File: config.mk
export PLATFORM = sky130hd
export DESIGN_NAME = fwbank_mapper
export DESIGN_NICKNAME = d
export VERILOG_FILES = /design/src/rtl/fwbm_pkg.sv /design/src/rtl/fwbm_decode.sv /design/src/rtl/fwbm_bank_reg.sv /design/src/rtl/fwbm_enable_gen.sv /design/src/rtl/fwbank_mapper.sv
export SDC_FILE = /design/constraint.sdc
export NUM_CORES = 1
export LEC_CHECK = 0
export BUFFER_PORTS_ARGS = -buffer_cell sky130_fd_sc_hd__buf_4
export CORE_AREA = 2 2 39 41
export DETAILED_ROUTE_END_ITERATION = 8
export DIE_AREA = 0 0 41 43
export PLACE_DENSITY = 0.57
export REMOVE_ABC_BUFFERS = 1
export SLEW_MARGIN = 20
export SYNTH_ARGS = -nofsm -noshare
export SYNTH_HDL_FRONTEND = slang
export SYNTH_HIERARCHICAL = 1
export SYNTH_SLANG_ARGS = --single-unit
File: constraint.sdc
create_clock -name clk -period 1 [get_ports clk]
set_input_delay 0.05 -clock clk [delete_from_list [all_inputs] [get_ports clk]]
set_output_delay 0.05 -clock clk [all_outputs]
set_load 0.02 [all_outputs]
File: src/rtl/fwbm_pkg.sv
package fwbm_pkg;
  typedef enum logic {
    BANK_ONE = 1'b0,
    BANK_TWO = 1'b1
  } bank_e;

  typedef struct packed {
    logic rom_sel;
    logic ram_sel;
  } route_t;

  // Half selection from the effective bank; split mode uses the bank as device select.
  function automatic route_t pick_half(input logic hit, input bank_e bank, input logic split);
    route_t r;
    r.rom_sel = hit & (~split | (bank == BANK_ONE));
    r.ram_sel = hit & split & (bank == BANK_TWO);
    return r;
  endfunction
endpackage

File: src/rtl/fwbm_decode.sv
module fwbm_decode #(
  parameter int ADDR_W  = 16,
  parameter int HALF_AW = 11,
  parameter int SLOT_AW = 8
) (
  input  logic [ADDR_W-1:0]  addr,
  input  logic               slot_sel_n,
  input  logic               exp_sel_n,
  input  logic               dev_sel_n,
  output logic               slot_hit,
  output logic               fw_hit,
  output logic               dev_odd_hit,
  output logic [HALF_AW-1:0] off
);
  localparam int PAD_W = HALF_AW - SLOT_AW;

  function automatic logic [HALF_AW-1:0] slot_offset(input logic [ADDR_W-1:0] a);
    return {{PAD_W{1'b0}}, a[SLOT_AW-1:0]};
  endfunction

  function automatic logic [HALF_AW-1:0] exp_offset(input logic [ADDR_W-1:0] a);
    return a[HALF_AW-1:0];
  endfunction

  always_comb begin
    slot_hit    = ~slot_sel_n;
    fw_hit      = ~slot_sel_n | ~exp_sel_n;
    dev_odd_hit = ~dev_sel_n & slot_sel_n & addr[0];
    off         = slot_hit ? slot_offset(addr) : exp_offset(addr);
  end
endmodule

File: src/rtl/fwbm_bank_reg.sv
module fwbm_bank_reg
  import fwbm_pkg::*;
(
  input  logic  clk,
  input  logic  rst_n,
  input  logic  slot_hit,
  input  logic  dev_odd_hit,
  output bank_e bank_q,
  output bank_e bank_eff
);
  always_ff @(posedge clk or negedge rst_n) begin
    if (!rst_n)           bank_q <= BANK_ONE;
    else if (slot_hit)    bank_q <= BANK_ONE;
    else if (dev_odd_hit) bank_q <= BANK_TWO;
  end

  // A slot access sees bank 1 within the same cycle.
  assign bank_eff = slot_hit ? BANK_ONE : bank_q;
endmodule

File: src/rtl/fwbm_enable_gen.sv
module fwbm_enable_gen
  import fwbm_pkg::*;
#(
  parameter bit SPLIT_MODE = 1'b1
) (
  input  logic  fw_hit,
  input  bank_e bank_eff,
  input  logic  rw_n,
  output logic  rom_a11,
  output logic  rom_ce_n,
  output logic  rom_oe_n,
  output logic  rom_we_n,
  output logic  ram_ce_n,
  output logic  ram_oe_n,
  output logic  ram_we_n
);
  route_t rt;

  always_comb begin
    rt       = pick_half(fw_hit, bank_eff, SPLIT_MODE);
    rom_ce_n = ~(rt.rom_sel & rw_n);
    rom_oe_n = ~(rt.rom_sel & rw_n);
    rom_we_n = 1'b1;
    ram_ce_n = ~rt.ram_sel;
    ram_we_n = rt.ram_sel ? rw_n : 1'b1;
    ram_oe_n = rt.ram_sel ? ~rw_n : 1'b1;
  end

  generate
    if (SPLIT_MODE) begin : g_split
      assign rom_a11 = 1'b0;
    end else begin : g_banked
      assign rom_a11 = bank_eff;
    end
  endgenerate
endmodule

File: src/rtl/fwbank_mapper.sv
module fwbank_mapper
  import fwbm_pkg::*;
#(
  parameter int ADDR_W     = 16,
  parameter int HALF_AW    = 11,
  parameter int SLOT_AW    = 8,
  parameter bit SPLIT_MODE = 1'b1
) (
  input  logic               clk,
  input  logic               rst_n,
  input  logic [ADDR_W-1:0]  addr,
  input  logic               rw_n,
  input  logic               slot_sel_n,
  input  logic               exp_sel_n,
  input  logic               dev_sel_n,
  output logic [HALF_AW-1:0] mem_off,
  output logic               rom_a11,
  output logic               rom_ce_n,
  output logic               rom_oe_n,
  output logic               rom_we_n,
  output logic               ram_ce_n,
  output logic               ram_oe_n,
  output logic               ram_we_n,
  output logic               bank_o
);
  logic  slot_hit;
  logic  fw_hit;
  logic  dev_odd_hit;
  bank_e bank_q;
  bank_e bank_eff;

  fwbm_decode #(
    .ADDR_W (ADDR_W),
    .HALF_AW(HALF_AW),
    .SLOT_AW(SLOT_AW)
  ) u_dec (
    .addr       (addr),
    .slot_sel_n (slot_sel_n),
    .exp_sel_n  (exp_sel_n),
    .dev_sel_n  (dev_sel_n),
    .slot_hit   (slot_hit),
    .fw_hit     (fw_hit),
    .dev_odd_hit(dev_odd_hit),
    .off        (mem_off)
  );

  fwbm_bank_reg u_bank (
    .clk        (clk),
    .rst_n      (rst_n),
    .slot_hit   (slot_hit),
    .dev_odd_hit(dev_odd_hit),
    .bank_q     (bank_q),
    .bank_eff   (bank_eff)
  );

  fwbm_enable_gen #(
    .SPLIT_MODE(SPLIT_MODE)
  ) u_en (
    .fw_hit  (fw_hit),
    .bank_eff(bank_eff),
    .rw_n    (rw_n),
    .rom_a11 (rom_a11),
    .rom_ce_n(rom_ce_n),
    .rom_oe_n(rom_oe_n),
    .rom_we_n(rom_we_n),
    .ram_ce_n(ram_ce_n),
    .ram_oe_n(ram_oe_n),
    .ram_we_n(ram_we_n)
  );

  assign bank_o = bank_q;
endmodule

Word level (Yosys, flattened, before mapping)
Cells that the tools add are included. Widths: inputs -> output; s select.

Register bits after elaboration: 1. Bits of input ports: 22. Output and inout port bits: 19.

Equal/unequal tests: 1. Mux-type cells: 6. Bitwise logic cells: 13.

Operators with widths (count): $mux 11 (1); $not 1->1 (7); $and 1x1->1 (5); $mux 1 (5); $ne 2x1->1 const B (1); $or 1x1->1 (1).

Logic depth before layout (Yosys ltp)
Gate-level depths: netlist of run 1.

Depth in word-level cells: 5. Gate-level depth with buffers: 4.

Hierarchy
The synthesis of run 1 kept the hierarchy.

Modules (own cells, without submodules): fwbm_decode (times used 1, cells an instance 14, area each 98.8 um2); fwbm_enable_gen (times used 1, cells an instance 9, area each 53.8 um2); fwbm_bank_reg (times used 1, cells an instance 3, area each 41.3 um2).

Least setup slack after synthesis of run 1
No wires, ideal clock.

Path type: reg-to-output. From: register u_bank.bank_q. To: output port rom_oe_n. Arrival time: 1144 ps. Required time: 950 ps. Setup slack: -194 ps. Stages on the path, launching flop included: 4. Path buffers: 1. Path through: dfrtp_1 nor2b_1 nand3b_1 buf_4.

Cells in the longest elaborated chain, start to end: 5.

RTL lines: start: declaration (RTL line fwbm_bank_reg.sv:8) `output bank_e bank_q,`; start signal: assignment (RTL line fwbm_bank_reg.sv:12) `if (!rst_n) bank_q <= BANK_ONE;`; start signal: assignment (RTL line fwbm_bank_reg.sv:13) `else if (slot_hit) bank_q <= BANK_ONE;`; start signal: assignment (RTL line fwbm_bank_reg.sv:14) `else if (dev_odd_hit) bank_q <= BANK_TWO;`; $mux 1 (RTL line fwbm_bank_reg.sv:18) `assign bank_eff = slot_hit ? BANK_ONE : bank_q;`; net bank_eff (RTL line fwbank_mapper.sv:30) `bank_e bank_eff;`; $not 1->1 (RTL line fwbm_pkg.sv:15) `r.rom_sel = hit & (~split | (bank == BANK_ONE));`; $and 1x1->1 (RTL line fwbm_pkg.sv:15); $and 1x1->1; $not 1->1; end: declaration (RTL line fwbank_mapper.sv:19) `output logic rom_oe_n,`.

The timed path passes the listed nets, and every way through them passes these cells.

Worst setup path after layout of run 1
From: register u_bank.bank_q. To: output port rom_ce_n.

Cells in the longest elaborated chain, start to end: 5.

RTL lines: $mux 1 (RTL line fwbm_bank_reg.sv:18); net bank_eff (RTL line fwbank_mapper.sv:30); $not 1->1 (RTL line fwbm_pkg.sv:15); $and 1x1->1 (RTL line fwbm_pkg.sv:15); $and 1x1->1 (RTL line fwbm_enable_gen.sv:21) `rom_ce_n = ~(rt.rom_sel & rw_n);`; $not 1->1 (RTL line fwbm_enable_gen.sv:21); end: declaration (RTL line fwbank_mapper.sv:18) `output logic rom_ce_n,`.

The timed path passes the listed nets, and every way through them passes these cells.

==> results.sh, run 1 <==
export IMPL_status="completed"
export IMPL_largest_register="u_bank/bank_q"
export IMPL_largest_register_ffs=1
export IMPL_final_core_util_pct=21.2
export IMPL_core_area_um2=1380
export IMPL_grt_pass1_vias=153
export IMPL_crit_required_ns=0.95
export IMPL_postCtsSetupBuffers=0
export IMPL_port_buffers=19
export IMPL_post_place_ws_ns=0.0469
export IMPL_io_pins=41
export IMPL_gr_usage_all_layers_pct=4.10
export IMPL_p_switching_w=0.0000550
export IMPL_cp_max_fo=4
export IMPL_drtIter0Drc=1
export IMPL_clock_skew_ns=0
export IMPL_r2r_start="u_bank/bank_q$_DFFE_PN0P_"
export IMPL_r2r_slack_ns=0.24
export IMPL_worstSetupPathType="flip-flop to output pin"
export IMPL_num_antenna_cells=0
export IMPL_whs_ns=0.100
export IMPL_cpPeakStageDelay_ns=0.35
export IMPL_gp_congestion=0.529
export IMPL_grt_pass1_wl_um=538
export IMPL_slew_violations=0
export IMPL_clockPowerShare_pct=0
export IMPL_path_buf_inv=1
export IMPL_worstPathCellList="nor2b_2 > nand3b_1 > buf_4"
export IMPL_hold_depth=0
export IMPL_firstDrtPassIters=4
export IMPL_clk_pin_slew_ns=0
export IMPL_max_freq_ghz=1.10
export IMPL_hp_start="addr[1]"
export IMPL_vias_per_cell=3.71
export IMPL_post_route_min_period_ns=0.912
export IMPL_p_per_area_nw_per_um2=542
export IMPL_synth_distinct_cells=11
export IMPL_antenna_found_initial=0
export IMPL_synth_area_leaders="buf_4 (43%), dfrtp_1 (13%), and2_2 (12%)"
export IMPL_num_rows=14
export IMPL_clock_latency_ns=0
export IMPL_syn_to_final_growth_pct=51.6
export IMPL_report_final_setup_viol=0
export IMPL_switching_share_pct=34.5
export IMPL_wire_per_inst_um=8.44
export IMPL_crit_family="flip-flops"
export IMPL_hold_path_class="input pin to output pin"
export IMPL_die_h_um=43
export IMPL_crit_path_end_kind="output pin"
export IMPL_maxCapViolCount=0
export IMPL_yosys_warnings=6
export IMPL_ys_seq_elements=1
export IMPL_finalWirelength_um=439
export IMPL_pwr_share_comb_pct=72.4
export IMPL_synth_top_area_share_pct=42.6
export IMPL_die_x_um=41
export IMPL_crit_path_start_kind="flip-flop"
export IMPL_irDropWorstVdd_v=0.000256
export IMPL_p_int_w=0.000104
export IMPL_drc=0
export IMPL_synth_avg_cell_area_um2=7.46
export IMPL_vias=193
export IMPL_startpoint="u_bank/bank_q$_DFFE_PN0P_"
export IMPL_yosysTopAreaCell="buf_4"
export IMPL_cp_arrival_ns=0.86
export IMPL_crit_slowest_cell="dfrtp_1"
export IMPL_grt_setup_unrepaired="false"
export IMPL_hpwl_um=386
export IMPL_drive_above_1_share_pct=66.7
export IMPL_fin_crit_sh_pct=91.2
export IMPL_grt_remaining_overflow=0
export IMPL_setup_tns_ns=0
export IMPL_hold_end="mem_off[1]"
export IMPL_reg_top3="u_bank/bank_q (1)"
export IMPL_reg2reg_depth=2
export IMPL_start_util_pct=14.0
export IMPL_nets=60
export IMPL_reg2reg_to="u_bank/bank_q$_DFFE_PN0P_"
export IMPL_hold_violations=0
export IMPL_synthCells=26
export IMPL_route_antenna_remaining_nets=0
export IMPL_worst_slack_ns=0.0880
export IMPL_p_leak_nw=0.162
export IMPL_seqPwrFrac_pct=27.6
export IMPL_synthesis_area_um2=194
export IMPL_dieArea_um2=1760
export IMPL_seq_area_frac_synth_pct=12.9
export IMPL_grt_max_degree=7
[kinds of logic (layout without fill, tap and decap cells)]
family                 after synthesis  after routing  synth area share, %
DFF                                  1              1                 12.9
and+or+nand+nor                     10             10                 33.5
AOI/OAI and AO/OA                    1              1                 5.16
buffers and inverters               12             22                 44.5
other                                2              2                 3.87
[power groups by stage]
stage | clock network, W | registers, W | logic (W)
final | 0 | 0.0000440 | 0.000115
after global routing | 0 | 0.0000445 | 0.000126
after CTS | 0 | 0.0000440 | 0.000116
after detailed placement | 0 | 0.0000440 | 0.000113
after global placement | 0 | 0.0000439 | 0.000112
after floorplan | 0 | 0.0000470 | 0.0000445
[layout make-up]
class,instances,area (um^2)
fillers,151,1090
repair buffers,21,160
multi-input cells,13,85.1
flip-flops and latches,1,25.0
well taps,16,20.0
inverters,1,3.75
[through the flow]
step / power, W / std cells / cell area, um^2
finish: 0.000159 / 52 / 294
global route: 0.000170 / 52 / 294
CTS: 0.000160 / 52 / 292
detailed placement: 0.000157 / 51 / 282
global placement: 0.000156 / 51 / 282
floorplan: 0.0000915 / 15 / 111
[timing repair]
action / in CTS / in global routing
endpoints found under the setup margin: 0 / 2
resized for setup: 0 / 1
endpoints found under the hold margin: 1 / 0
hold buffers: 1 / 0
[placed cells by master, fill, tap and decap left out, drive strengths merged]
cell type,count
conb,2
nand2,2
and3b,1
nand3b,2
nor2b,1
dfrtp,1
dlygate4sd3,1
buf,20
o21ba,1
and2,3
nand3,1
inv,1
[how the worst max path moves through the flow]
| stage | end | depth (start not counted) |
|---|---|---|
| 2_1_floorplan | rom_ce_n | 2 |
| 5_1_grt | rom_ce_n | 3 |
| 3_5_place_dp | rom_ce_n | 3 |
| 3_3_place_gp | rom_oe_n | 3 |
| 6_report | rom_ce_n | 3 |
| 4_1_cts | rom_ce_n | 3 |
[cell usage after synthesis]
master / n
and2_2: 3
and3b_1: 1
buf_4: 11
conb_1: 2
dfrtp_1: 1
inv_1: 1
nand2_1: 2
nand3_1: 1
nand3b_1: 2
nor2b_1: 1
o21ba_1: 1
[metal layers]
layer / up-vias / track usage (%) / share of wire [%]
li1: 87 / - / -
met1: 75 / 2.87 / 32
met2: 31 / 7.81 / 36
met3: 0 / 3.66 / 33
met4: 0 / 0 / 0
met5: - / 0 / 0
Power figures use the tool's default switching activity.
==> inputs of run 2 (changes only) <==
==> constraint.sdc (replaced) <==
create_clock -name clk -period 1.1 [get_ports clk]
set_input_delay 0.055 -clock clk [delete_from_list [all_inputs] [get_ports clk]]
set_output_delay 0.055 -clock clk [all_outputs]
set_load 0.02 [all_outputs]
==> run 2 against run 1 <==
  * Hold slack improved by 0.010 ns
  * Power down 11%
  * First-iteration DRC count did not move
  * Die area stayed put
  * Largest power group unchanged
==> results.sh, run 2 (synthesis results as in run 1) <==
export IMPL_dp_cells=50
export IMPL_hp_start="addr[1]"
export IMPL_vias_per_cell=3.71
export IMPL_hold_end="mem_off[1]"
export IMPL_drc=0
export IMPL_r2r_slack_ns=0.45
export IMPL_p_switching_w=0.0000492
export IMPL_p_int_w=0.0000924
export IMPL_num_rows=14
export IMPL_multi_input_area_um2=82.6
export IMPL_drtIter0Drc=1
export IMPL_clock_skew_ns=0
export IMPL_crit_required_ns=1.04
export IMPL_fin_crit_sh_pct=86.0
export IMPL_switching_share_pct=34.7
export IMPL_nets=59
export IMPL_route_antenna_remaining_nets=0
export IMPL_p_leak_nw=0.157
export IMPL_startpoint="u_bank/bank_q$_DFFE_PN0P_"
export IMPL_fillCellCount=154
export IMPL_final_core_util_pct=20.5
export IMPL_postCtsResizedCells=0
export IMPL_hold_violations=0
export IMPL_slew_violations=0
export IMPL_port_buffers=19
export IMPL_place_area_um2=274
export IMPL_post_route_min_period_ns=0.946
export IMPL_num_antenna_cells=0
export IMPL_dieArea_um2=1760
export IMPL_reg2reg_depth=1
export IMPL_final_cell_mix="buf_4 (19), and2_2 (3), nand2_1 (2), nand3b_1 (2), conb_1 (2)"
export IMPL_syn_to_final_growth_pct=46.5
export IMPL_finalWirelength_um=430
export IMPL_r2r_start="u_bank/bank_q$_DFFE_PN0P_"
export IMPL_io_pins=41
export IMPL_p_per_area_nw_per_um2=498
export IMPL_crit_path_end_kind="output pin"
export IMPL_grt_remaining_overflow=0
export IMPL_grt_pass1_vias=138
export IMPL_reg2reg_to="u_bank/bank_q$_DFFE_PN0P_"
export IMPL_clock_latency_ns=0
export IMPL_cp_arrival_ns=0.89
export IMPL_maxCapViolCount=0
export IMPL_vias=189
export IMPL_postCtsSetupBuffers=0
export IMPL_clockPowerShare_pct=0
export IMPL_max_freq_ghz=1.06
export IMPL_irDropWorstVdd_v=0.000204
export IMPL_crit_path_start_kind="flip-flop"
export IMPL_report_final_setup_viol=0
export IMPL_gp_congestion=0.523
export IMPL_drive_above_1_share_pct=62.9
export IMPL_hpwl_um=387
export IMPL_clk_pin_slew_ns=0
export IMPL_wire_per_inst_um=8.43
export IMPL_seqPwrFrac_pct=28.5
export IMPL_grt_max_degree=7
export IMPL_grt_pass1_wl_um=489
export IMPL_regArea_um2=25.0
export IMPL_holdBufCountCts=1
export IMPL_instances_no_fill=51
export IMPL_antenna_found_initial=0
export IMPL_hold_path_class="input pin to output pin"
export IMPL_reg_top3="u_bank/bank_q (1)"
export IMPL_final_common_cell="buf_4"
export IMPL_die_h_um=43
export IMPL_largest_register_ffs=1
export IMPL_worstSetupPathType="flip-flop to output pin"
export IMPL_start_util_pct=14.0
export IMPL_cp_max_fo=4
export IMPL_firstDrtPassIters=2
export IMPL_grt_setup_unrepaired="false"
export IMPL_pwr_share_comb_pct=71.5
export IMPL_hold_depth=0
export IMPL_largest_register="u_bank/bank_q"
export IMPL_status="completed"
export IMPL_gr_usage_all_layers_pct=3.81
export IMPL_die_x_um=41
export IMPL_fin_area_um2=284
export IMPL_core_area_um2=1380
run 2: changes by cell type in the layout (fill, tap and decap cells not counted):
cell     previous run  this run
nor2b_1             0         1
buf_4              20        19
nor2b_2             1         0
run 2: worst max-delay path by stage:
stage | endpoint | slack, ns
2_1_floorplan | rom_ce_n | -0.008
3_3_place_gp | rom_oe_n | 0.15
3_5_place_dp | rom_ce_n | 0.12
4_1_cts | rom_ce_n | 0.12
5_1_grt | rom_ce_n | 0.05
6_report | rom_ce_n | 0.15
run 2: metrics by stage:
| step | worst slack (ns) | total power [W] | TNS (ns) | hold slack, ns |
|---|---|---|---|---|
| after detailed placement | 0.120 | 0.000140 | 0 | -0.168 |
| after CTS | 0.120 | 0.000143 | 0 | 0.110 |
| after global placement | 0.152 | 0.000139 | 0 | -0.169 |
| final | 0.154 | 0.000142 | 0 | 0.110 |
| after floorplan | -0.00765 | 0.0000832 | -0.0153 | -0.241 |
| after global routing | 0.0507 | 0.000151 | 0 | 0.110 |
run 2: layout make-up:
cell class / instances / area share [%]
inverter: 1 / 1.32
tap: 16 / 7.05
sequential: 1 / 8.81
multi-input combinational: 13 / 29.1
timing repair buffer: 20 / 53.7
run 2: worst max-delay path, stage by stage, from the launching register on:
cell and delay, ns:
dfrtp_1 0.33, nor2b_1 0.24, nand3b_1 0.17, buf_4 0.15
run 2: power by group through the flow:
| stage | clock (W) | combinational [W] | sequential, W |
|---|---|---|---|
| detailed placement | 0 | 0.0000999 | 0.0000404 |
| CTS | 0 | 0.000103 | 0.0000404 |
| floorplan | 0 | 0.0000404 | 0.0000428 |
| global route | 0 | 0.000111 | 0.0000405 |
| global placement | 0 | 0.0000985 | 0.0000403 |
| finish | 0 | 0.000101 | 0.0000404 |
run 2: routing by layer:
layer / global-route usage [%] / wire length [um] / vias up / part of all wire (%)
met1: 2.88 / 126 / 73 / 29
met2: 5.94 / 148 / 31 / 34
met4: 0 / 0 / 0 / 0
met3: 5.24 / 154 / 0 / 36
li1: - / - / 85 / -
met5: 0 / 0 / - / 0
